===== src/rtl/rdc_pkg.sv =====
`timescale 1ns/1ps
package rdc_pkg;
   typedef enum logic {
      SEL_NARROW = 1'b0,
      SEL_WIDE   = 1'b1
   } width_sel_e;

   // source words consumed for a request of n retained words
   function automatic int unsigned words_consumed(input int unsigned n, input int unsigned skip);
      return n + (n - 1) * skip;
   endfunction
endpackage


===== src/rtl/rdc_pace.sv =====
`timescale 1ns/1ps
module rdc_pace #(
   parameter int unsigned SKIP_LEN = 32,
   parameter int unsigned SLOTS    = 8,
   localparam int unsigned IDX_W   = (SLOTS > 1) ? $clog2(SLOTS) : 1,
   localparam int unsigned SKIP_W  = $clog2(SKIP_LEN + 1)
) (
   input  logic             clk,
   input  logic             rst,
   input  logic             clear_i,
   input  logic             beat_i,
   input  logic [IDX_W-1:0] last_slot_i,
   output logic             keep_o,
   output logic             last_keep_o,
   output logic [IDX_W-1:0] slot_o
);
   localparam logic [SKIP_W-1:0] SKIP_RELOAD = SKIP_W'(SKIP_LEN);

   logic [SKIP_W-1:0] skip_q;
   logic [IDX_W-1:0]  slot_q;
   logic              skip_done;

   assign skip_done   = (skip_q == '0);
   assign keep_o      = beat_i && skip_done;
   assign last_keep_o = keep_o && (slot_q == last_slot_i);
   assign slot_o      = slot_q;

   always_ff @(posedge clk) begin
      if (rst || clear_i) begin
         skip_q <= '0;
         slot_q <= '0;
      end else if (beat_i) begin
         if (skip_done) begin
            skip_q <= SKIP_RELOAD;
            slot_q <= slot_q + 1'b1;
         end else begin
            skip_q <= skip_q - 1'b1;
         end
      end
   end


   skip_range_chk: assert property (@(posedge clk) disable iff (rst)
      skip_q <= SKIP_RELOAD);


   no_adjacent_keep_chk: assert property (@(posedge clk) disable iff (rst)
      keep_o |=> !keep_o);
endmodule


===== src/rtl/rdc_pack.sv =====
`timescale 1ns/1ps
module rdc_pack #(
   parameter int unsigned WORD_W = 32,
   parameter int unsigned SLOTS  = 8,
   localparam int unsigned IDX_W = (SLOTS > 1) ? $clog2(SLOTS) : 1,
   localparam int unsigned OUT_W = WORD_W * SLOTS
) (
   input  logic              clk,
   input  logic              rst,
   input  logic              clear_i,
   input  logic              wr_en_i,
   input  logic [IDX_W-1:0]  wr_slot_i,
   input  logic [WORD_W-1:0] wr_data_i,
   output logic [OUT_W-1:0]  result_o
);
   for (genvar s = 0; s < SLOTS; s++) begin : g_slot
      logic [WORD_W-1:0] word_q;
      always_ff @(posedge clk) begin
         if (rst || clear_i) begin
            word_q <= '0;
         end else if (wr_en_i && (wr_slot_i == IDX_W'(s))) begin
            word_q <= wr_data_i;
         end
      end
      assign result_o[s*WORD_W +: WORD_W] = word_q;
   end


   result_hold_chk: assert property (@(posedge clk) disable iff (rst)
      (!wr_en_i && !clear_i) |=> $stable(result_o));
endmodule


===== src/rtl/rnd_decim_collector.sv =====
`timescale 1ns/1ps
module rnd_decim_collector #(
   parameter int unsigned WORD_W       = 32,
   parameter int unsigned SKIP_LEN     = 32,
   parameter int unsigned NARROW_WORDS = 4,
   parameter int unsigned WIDE_WORDS   = 8,
   localparam int unsigned IDX_W = (WIDE_WORDS > 1) ? $clog2(WIDE_WORDS) : 1,
   localparam int unsigned OUT_W = WORD_W * WIDE_WORDS
) (
   input  logic              clk,
   input  logic              rst,
   input  logic              start_i,
   input  logic              wide_sel_i,
   input  logic [WORD_W-1:0] src_data_i,
   input  logic              src_valid_i,
   output logic              src_ready_o,
   output logic [OUT_W-1:0]  result_o,
   output logic              done_o
);
   import rdc_pkg::*;

   localparam logic [IDX_W-1:0] NARROW_LAST = IDX_W'(NARROW_WORDS - 1);
   localparam logic [IDX_W-1:0] WIDE_LAST   = IDX_W'(WIDE_WORDS - 1);

   if (SKIP_LEN < 1) begin : g_bad_skip
      $error("SKIP_LEN must be at least 1");
   end
   if (NARROW_WORDS < 1 || NARROW_WORDS > WIDE_WORDS) begin : g_bad_words
      $error("NARROW_WORDS must lie in 1..WIDE_WORDS");
   end

   logic             active_q;
   logic             done_q;
   logic [IDX_W-1:0] last_slot_q;
   logic             start_ok;
   logic             beat;
   logic             keep;
   logic             last_keep;
   logic [IDX_W-1:0] slot;
   width_sel_e       sel;

   assign sel      = width_sel_e'(wide_sel_i);
   assign start_ok = start_i && !active_q;
   assign beat     = active_q && src_valid_i;

   always_ff @(posedge clk) begin
      if (rst) begin
         active_q    <= 1'b0;
         done_q      <= 1'b0;
         last_slot_q <= '0;
      end else begin
         done_q <= last_keep;
         if (start_ok) begin
            active_q    <= 1'b1;
            last_slot_q <= (sel == SEL_WIDE) ? WIDE_LAST : NARROW_LAST;
         end else if (last_keep) begin
            active_q <= 1'b0;
         end
      end
   end

   rdc_pace #(
      .SKIP_LEN (SKIP_LEN),
      .SLOTS    (WIDE_WORDS)
   ) pace_i (
      .clk         (clk),
      .rst         (rst),
      .clear_i     (start_ok),
      .beat_i      (beat),
      .last_slot_i (last_slot_q),
      .keep_o      (keep),
      .last_keep_o (last_keep),
      .slot_o      (slot)
   );

   rdc_pack #(
      .WORD_W (WORD_W),
      .SLOTS  (WIDE_WORDS)
   ) pack_i (
      .clk       (clk),
      .rst       (rst),
      .clear_i   (start_ok),
      .wr_en_i   (keep),
      .wr_slot_i (slot),
      .wr_data_i (src_data_i),
      .result_o  (result_o)
   );

   assign src_ready_o = active_q;
   assign done_o      = done_q;


   ready_after_start_chk: assert property (@(posedge clk) disable iff (rst)
      start_ok |=> src_ready_o);


   done_not_ready_chk: assert property (@(posedge clk) disable iff (rst)
      done_o |-> !src_ready_o);


   done_single_chk: assert property (@(posedge clk) disable iff (rst)
      done_o |=> !done_o);


   width_frozen_chk: assert property (@(posedge clk) disable iff (rst)
      (src_ready_o && start_i) |=> $stable(last_slot_q));


   idle_source_chk: assert property (@(posedge clk) disable iff (rst)
      (src_ready_o && !src_valid_i) |=> ($stable(slot) && $stable(result_o)));
endmodule


===== config.mk =====
export PLATFORM = sky130hd
export DESIGN_NAME = rnd_decim_collector
export DESIGN_NICKNAME = d
export VERILOG_FILES = /design/src/rtl/rdc_pkg.sv /design/src/rtl/rdc_pace.sv /design/src/rtl/rdc_pack.sv /design/src/rtl/rnd_decim_collector.sv
export SDC_FILE = /design/constraint.sdc
export NUM_CORES = 1
export LEC_CHECK = 0
export BUFFER_PORTS_ARGS = -buffer_cell sky130_fd_sc_hd__clkbuf_2
export CAP_MARGIN = 20
export CORE_ASPECT_RATIO = 1.4
export CORE_MARGIN = 2
export CORE_UTILIZATION = 46
export CTS_CLUSTER_SIZE = 20
export DETAILED_ROUTE_END_ITERATION = 12
export PLACE_DENSITY = 0.75
export SYNTH_ARGS = -nofsm -noshare
export SYNTH_HDL_FRONTEND = slang
export SYNTH_SLANG_ARGS = --single-unit
export TNS_END_PERCENT = 5

===== constraint.sdc =====
create_clock -name clk -period 1.7 [get_ports clk]
set_input_delay 0.255 -clock clk [delete_from_list [all_inputs] [get_ports clk]]
set_output_delay 0.255 -clock clk [all_outputs]
set_load 0.05 [all_outputs]

; Word level (Yosys, flattened, before mapping)
; Index checks and enable logic that the tools add are counted.
[word_totals]
out_inout_bits = 258
elab_cells = 45
register_bits = 270
inputBits = 37
[classes]
mux = 4
addsub = 2
eq_ne = 8
reduce_logical = 18
[ops]
columns = operator, n
row1 = 3-bit equality test (second input constant), 4
row2 = 1-bit logical AND, 12
row3 = 3-bit by 2-bit equality test with 1-bit output (second input constant), 2
row4 = 6-bit zero test, 1
row5 = 6-bit two-way mux, 1
row6 = 6-bit by 1-bit subtractor with 6-bit output (second input constant), 1
row7 = 3-bit by 1-bit adder with 3-bit output (second input constant), 1
row8 = 3-bit by 1-bit equality test with 1-bit output (second input constant), 1
row9 = 3-bit equality test, 1
row10 = 3-bit zero test, 1
row11 = 3-bit two-way mux, 1
row12 = 1-bit two-way mux, 2
row13 = 2-bit AND reduction, 1
row14 = 2-bit nonzero test, 1
row15 = 1-bit zero test, 1
row16 = 1-bit logical OR, 1

; Logic depth before layout (Yosys ltp)
[depth]
word_depth = 5
ltp_mapped = 7
depth_no_buf = 5

; By module
; Synthesis repeated with hierarchy kept, for this count alone.
[unflattened]
cells_unflattened = 1004
area_unflattened_um2 = 11526.1
[by_module_without_submodules]
columns = mod, area_per_inst_um2, cells_per_inst, n_inst, seq_area_each_um2
row1 = rdc_pack, 10869.2, 936, 1, 5124.9
row2 = rdc_pace, 500.5, 53, 1, 180.2
row3 = rnd_decim_collector, 156.4, 15, 1, 80.1

; Least setup slack after synthesis
; OpenSTA, ideal clock, no wires.
[synth_path]
kind = register to register
startpoint = register active_q (netlist: src_ready_o)
endpoint = register pack_i.g_slot[0].word_q[19]
setup_slack_ps = -135
t_arrival_ps = 1707
synth_period_minus_slack_ps = 1835
path_stages_with_launch = 7
required_ps = 1572
setup_ps = 128
path_buffers = 3
path_cell_list = dfxtp_1 -> and4bb_1 -> buf_4 -> buf_8 -> nand4_4 -> buf_6 -> mux2i_1
[synth_via]
elab_chain_cells = 3
word_cells_on_any_way = 6
classes_between = reduce/logical: 6
[synth_lines]
columns = element, line_no
row1 = "start, declared", rnd_decim_collector.sv:32  ; logic active_q;
row2 = "start signal, assigned", rnd_decim_collector.sv:48  ; active_q <= 1'b0;
row3 = "start signal, assigned", rnd_decim_collector.sv:54  ; active_q <= 1'b1;
row4 = "start signal, assigned", rnd_decim_collector.sv:57  ; active_q <= 1'b0;
row5 = 1-bit logical AND or 1-bit zero test (tied branches), "rnd_decim_collector.sv:44, rnd_decim_collector.sv:43"
row6 = 1-bit logical AND (on tied branches), "rdc_pace.sv:24, rnd_decim_collector.sv:43"
row7 = 1-bit logical AND or 1-bit logical OR (tied branches), "rdc_pack.sv:21, rdc_pack.sv:19"
row8 = "end signal, assigned", rdc_pack.sv:22  ; word_q <= wr_data_i;
row9 = "end, declared", rdc_pack.sv:17  ; logic [WORD_W-1:0] word_q;
; Several ways; a longest one is shown, not always the timed one.
; A chain may end at the register's enable or synchronous reset.

; Final worst setup path
[layout_path]
startpoint = register pace_i.skip_q[1]
endpoint = register pack_i.g_slot[1].word_q[20]
[layout_via]
elab_chain_cells = 3
[layout_lines]
columns = element, line_no
row1 = "start, declared", rdc_pace.sv:19  ; logic [SKIP_W-1:0] skip_q;
row2 = "start signal, assigned", rdc_pace.sv:37  ; skip_q <= skip_q - 1'b1;
row3 = 6-bit zero test, rdc_pace.sv:23  ; assign skip_done = (skip_q == '0);
row4 = 1-bit logical AND, rdc_pace.sv:24  ; assign keep_o = beat_i && skip_done;
row5 = 1-bit logical AND, rdc_pack.sv:21  ; end else if (wr_en_i && (wr_slot_i == IDX_W'(s))) begin
row6 = "end signal, assigned", rdc_pack.sv:22
row7 = "end, declared", rdc_pack.sv:17
; Every way passes these cells.

==> out/qor.csv <==
metric,value,unit
Gate power share,0.084,
num ports,295,
synthesized area,0.0104,mm²
Setup crit end kind,register,
Clock Power Share,0.420,
run status,finished with violations,
layout net count,1331,
die area,0.0239,mm²
n_diodes,0,
drt first pass iters,5,
fin crit period,1.74,ns
met2 WL,15700,µm
Max Clock Freq,574,MHz
TritonCTS clock tree,yes,
Die Ht,182,µm
clock slew at the register clock pins of the worst setup and hold paths,0.07,ns
Worst R2R End,pack_i.g_slot[1].word_q[20],
dpl hpwl,20900,µm
part of the Yosys area used for sequential elements,0.517,
CTS root buf,clkbuf_16,
synthesized instance count,974,
layout cell share with drive strength beyond 1,0.337,
maximum fanout along the worst path,6,
Placed Area,0.0127,mm²
WL/cell,19.3,µm
CP required,2.08,ns
crit path DAT,2.12,ns
Leak Pwr,7.41,nW
Std-Cell Rows,65,
Final Max Slew Viols,0,
core area,0.0224,mm²
largest net degree at the start of global routing,74,
crit start category,register,
critical setup path kind,register to register,
sw power,3.14,mW
cts bufs inserted,25,
VDD IR-drop max,732,µV
fin cells,1604,
post-route clock skew,0.0167,ns
Total GRT Usage,0.242,
Initial DRC Count,430,
setup TNS,-0.608,ns
DR top layer,met4,
Worst Hold Path Cells,3,
fin crit share,1.02,
first-pass GRT wire length,46900,µm
wl on met1,12200,µm
FF-to-FF setup slack,-0.04,ns
Layout area overhead,31.3,%
Die W,131,µm
WHS Endpoint,src_ready_o,
number of global-route vias before repair,8625,
clk sink count,269,
Antenna Nets Post-Route,0,
worst slew pin tran,0.453,ns
failing checks,setup timing,
gpl congestion,0.815,
max cap viols,0,
Seq cells post-synth,269,
hold_sp,start_i,
Worst Hold Class,input port to register,
Vias,8838,
DRT Wirelength,31000,µm
sw frac,0.244,
final hold slack,0.0223,ns
final setup fails,39,
count of yosys warnings during synthesis,0,
mean post-synth cell area,10.7,µm²
Clock Path Buffers,3,
Starting Density,0.466,
power per cell area,940,mW/mm²
post-route cell area,0.0137,mm²
Reg-to-Reg Start,pace_i.skip_q[1],
R2R depth,8,
Mapped Nets,1019,
dpl cells,1547,
Synth cell types,37,
Flop pwr share,0.496,
initial antenna violation count,0,
Post-route DRC,0,
Port Buffers,294,
"Clk Latency, worst-skew pair",0.52,ns
Slew HR,0.697,
Final Power,12.9,mW
total gr overflow,0,
Setup WS post-layout,-0.0414,ns
drt via density,5.51,
H-tree level count,1,
RSZ-0062 raised after global routing,yes,
final hold vios,0,
met3 routed WL,1840,µm
Int Pwr,9.72,mW
==> layout by cell type (no fill, tap or decap), types with 2 or more instances in the layout <==
master	count
buf_12	23
inv_1	6
nand3_4	2
nand4_4	6
buf_6	4
xor2_1	2
nor2_1	3
a211oi_1	4
inv_2	2
dfxtp_1	266
nand3_2	2
clkinv_2	7
clkbuf_2	294
ha_1	7
and3_1	2
a21oi_1	6
clkinv_4	2
dfxtp_2	3
clkbuf_1	3
clkbuf_8	7
buf_4	49
clkbuf_16	30
nor3_1	3
mux2i_1	256
nand3_1	290
nand2_1	2
o21ai_0	2
==> repair_timing <==
item | 4_1_cts | 5_1_grt
setup buffers | 1 | 5
hold buffers | 1 | 0
resized for setup | 4 | 11
pin swaps | 0 | 3
setup endpoints to repair | 92 | 217
hold endpoints to repair | 1 | 0
cloned | 0 | 6
==> synthesized netlist by cell type <==
master | number | area, µm²
buf_1 | 2 | 7.51
nor2_1 | 3 | 11.3
or3_1 | 1 | 6.26
and3_1 | 2 | 12.5
o31ai_1 | 1 | 7.51
nor3_1 | 3 | 15.0
nand4_2 | 1 | 12.5
o2111ai_1 | 1 | 8.76
nor3b_2 | 1 | 12.5
clkbuf_1 | 56 | 210
nand2b_1 | 1 | 6.26
buf_4 | 8 | 60.1
mux2i_1 | 257 | 2570
or4bb_1 | 1 | 11.3
buf_8 | 1 | 15.0
a211oi_1 | 4 | 30.0
buf_2 | 19 | 95.1
or4_1 | 1 | 7.51
a31oi_1 | 1 | 6.26
a21o_1 | 1 | 7.51
or2_2 | 1 | 6.26
nand2_1 | 2 | 7.51
or3b_2 | 1 | 8.76
nand3_1 | 292 | 1460
xor2_1 | 2 | 17.5
xnor2_1 | 1 | 8.76
inv_1 | 9 | 33.8
and4bb_1 | 1 | 12.5
buf_6 | 6 | 67.6
nand3_4 | 2 | 35.0
a2111oi_0 | 1 | 8.76
dfxtp_1 | 269 | 5390
o21bai_1 | 1 | 7.51
nand4_4 | 5 | 106
o21ai_0 | 2 | 10.0
ha_1 | 8 | 100
a21oi_1 | 6 | 30.0
==> registers in the layout (all words and copies together) (netlist names) <==
register and count:
pace_i.skip_q 6, src_ready_o 1, last_slot_q 2, pack_i.g_slot.word_q 256
pace_i.slot_o 3, done_o 1
==> worst max-delay path, stage by stage, from the launching register on <==
cell and delay [ns]:
dfxtp_2 0.33, inv_2 0.07, ha_4 0.13, nor3b_4 0.19
buf_4 0.15, buf_12 0.13, nand4_4 0.20, clkbuf_16 0.26
mux2i_1 0.12
==> power groups by stage <==
stage	clock [mW]	sequential [mW]	combinational [mW]
6_report	5.40	6.38	1.08
4_1_cts	5.48	6.37	1.04
3_3_place_gp	0	6.52	1.01
5_1_grt	5.73	6.38	1.15
3_5_place_dp	0	6.52	1.02
2_1_floorplan	0	6.61	0.526
==> metal layers <==
layer,global-route usage,vias to the layer above
li1,-,4121
met1,0.282,4314
met5,0,-
met2,0.436,331
met4,0.106,0
met3,0.0436,72
==> worst max path at each step <==
| stage | start | end | slack, ns |
|---|---|---|---|
| floorplan | pace_i.skip_q[0] | pack_i.g_slot[2].word_q[19] | 0.03 |
| global placement | pace_i.skip_q[1] | pack_i.g_slot[0].word_q[6] | 0.05 |
| detailed placement | pace_i.skip_q[1] | pack_i.g_slot[0].word_q[2] | -0.01 |
| CTS | pace_i.skip_q[1] | pack_i.g_slot[6].word_q[26] | 0.01 |
| global route | pace_i.skip_q[1] | pack_i.g_slot[1].word_q[21] | -0.11 |
| finish | pace_i.skip_q[1] | pack_i.g_slot[1].word_q[20] | -0.04 |
==> kinds of logic (layout without fill, tap and decap cells) <==
kind of cell	after synthesis	after routing	synth area share
DFF	269	269	0.517
AOI/OAI and AO/OA	18	18	0.0112
and+or+nand+nor	318	318	0.166
buffers and inverters	101	430	0.0469
muxes	257	257	0.247
adders and majority gates	8	8	0.00960
xor gates and xnor gates	3	3	0.00252
==> area by class of cell <==
cell class | count | area [µm²]
clock inverter | 9 | 52.6
clock buffer | 35 | 733
inverter | 9 | 41.3
fill | 1828 | 8680
multi-input combinational | 604 | 4600
timing repair buffer | 377 | 2490
sequential | 269 | 5390
tap | 301 | 377
==> per-stage QoR <==
step	setup WS (ns)	utilization
finish	-0.0414	0.612
detailed placement	-0.0126	0.566
global placement	0.0530	0.566
floorplan	0.0267	-
global route	-0.106	0.612
CTS	0.0128	0.602
No activity file was read; power rests on OpenSTA's default activity.
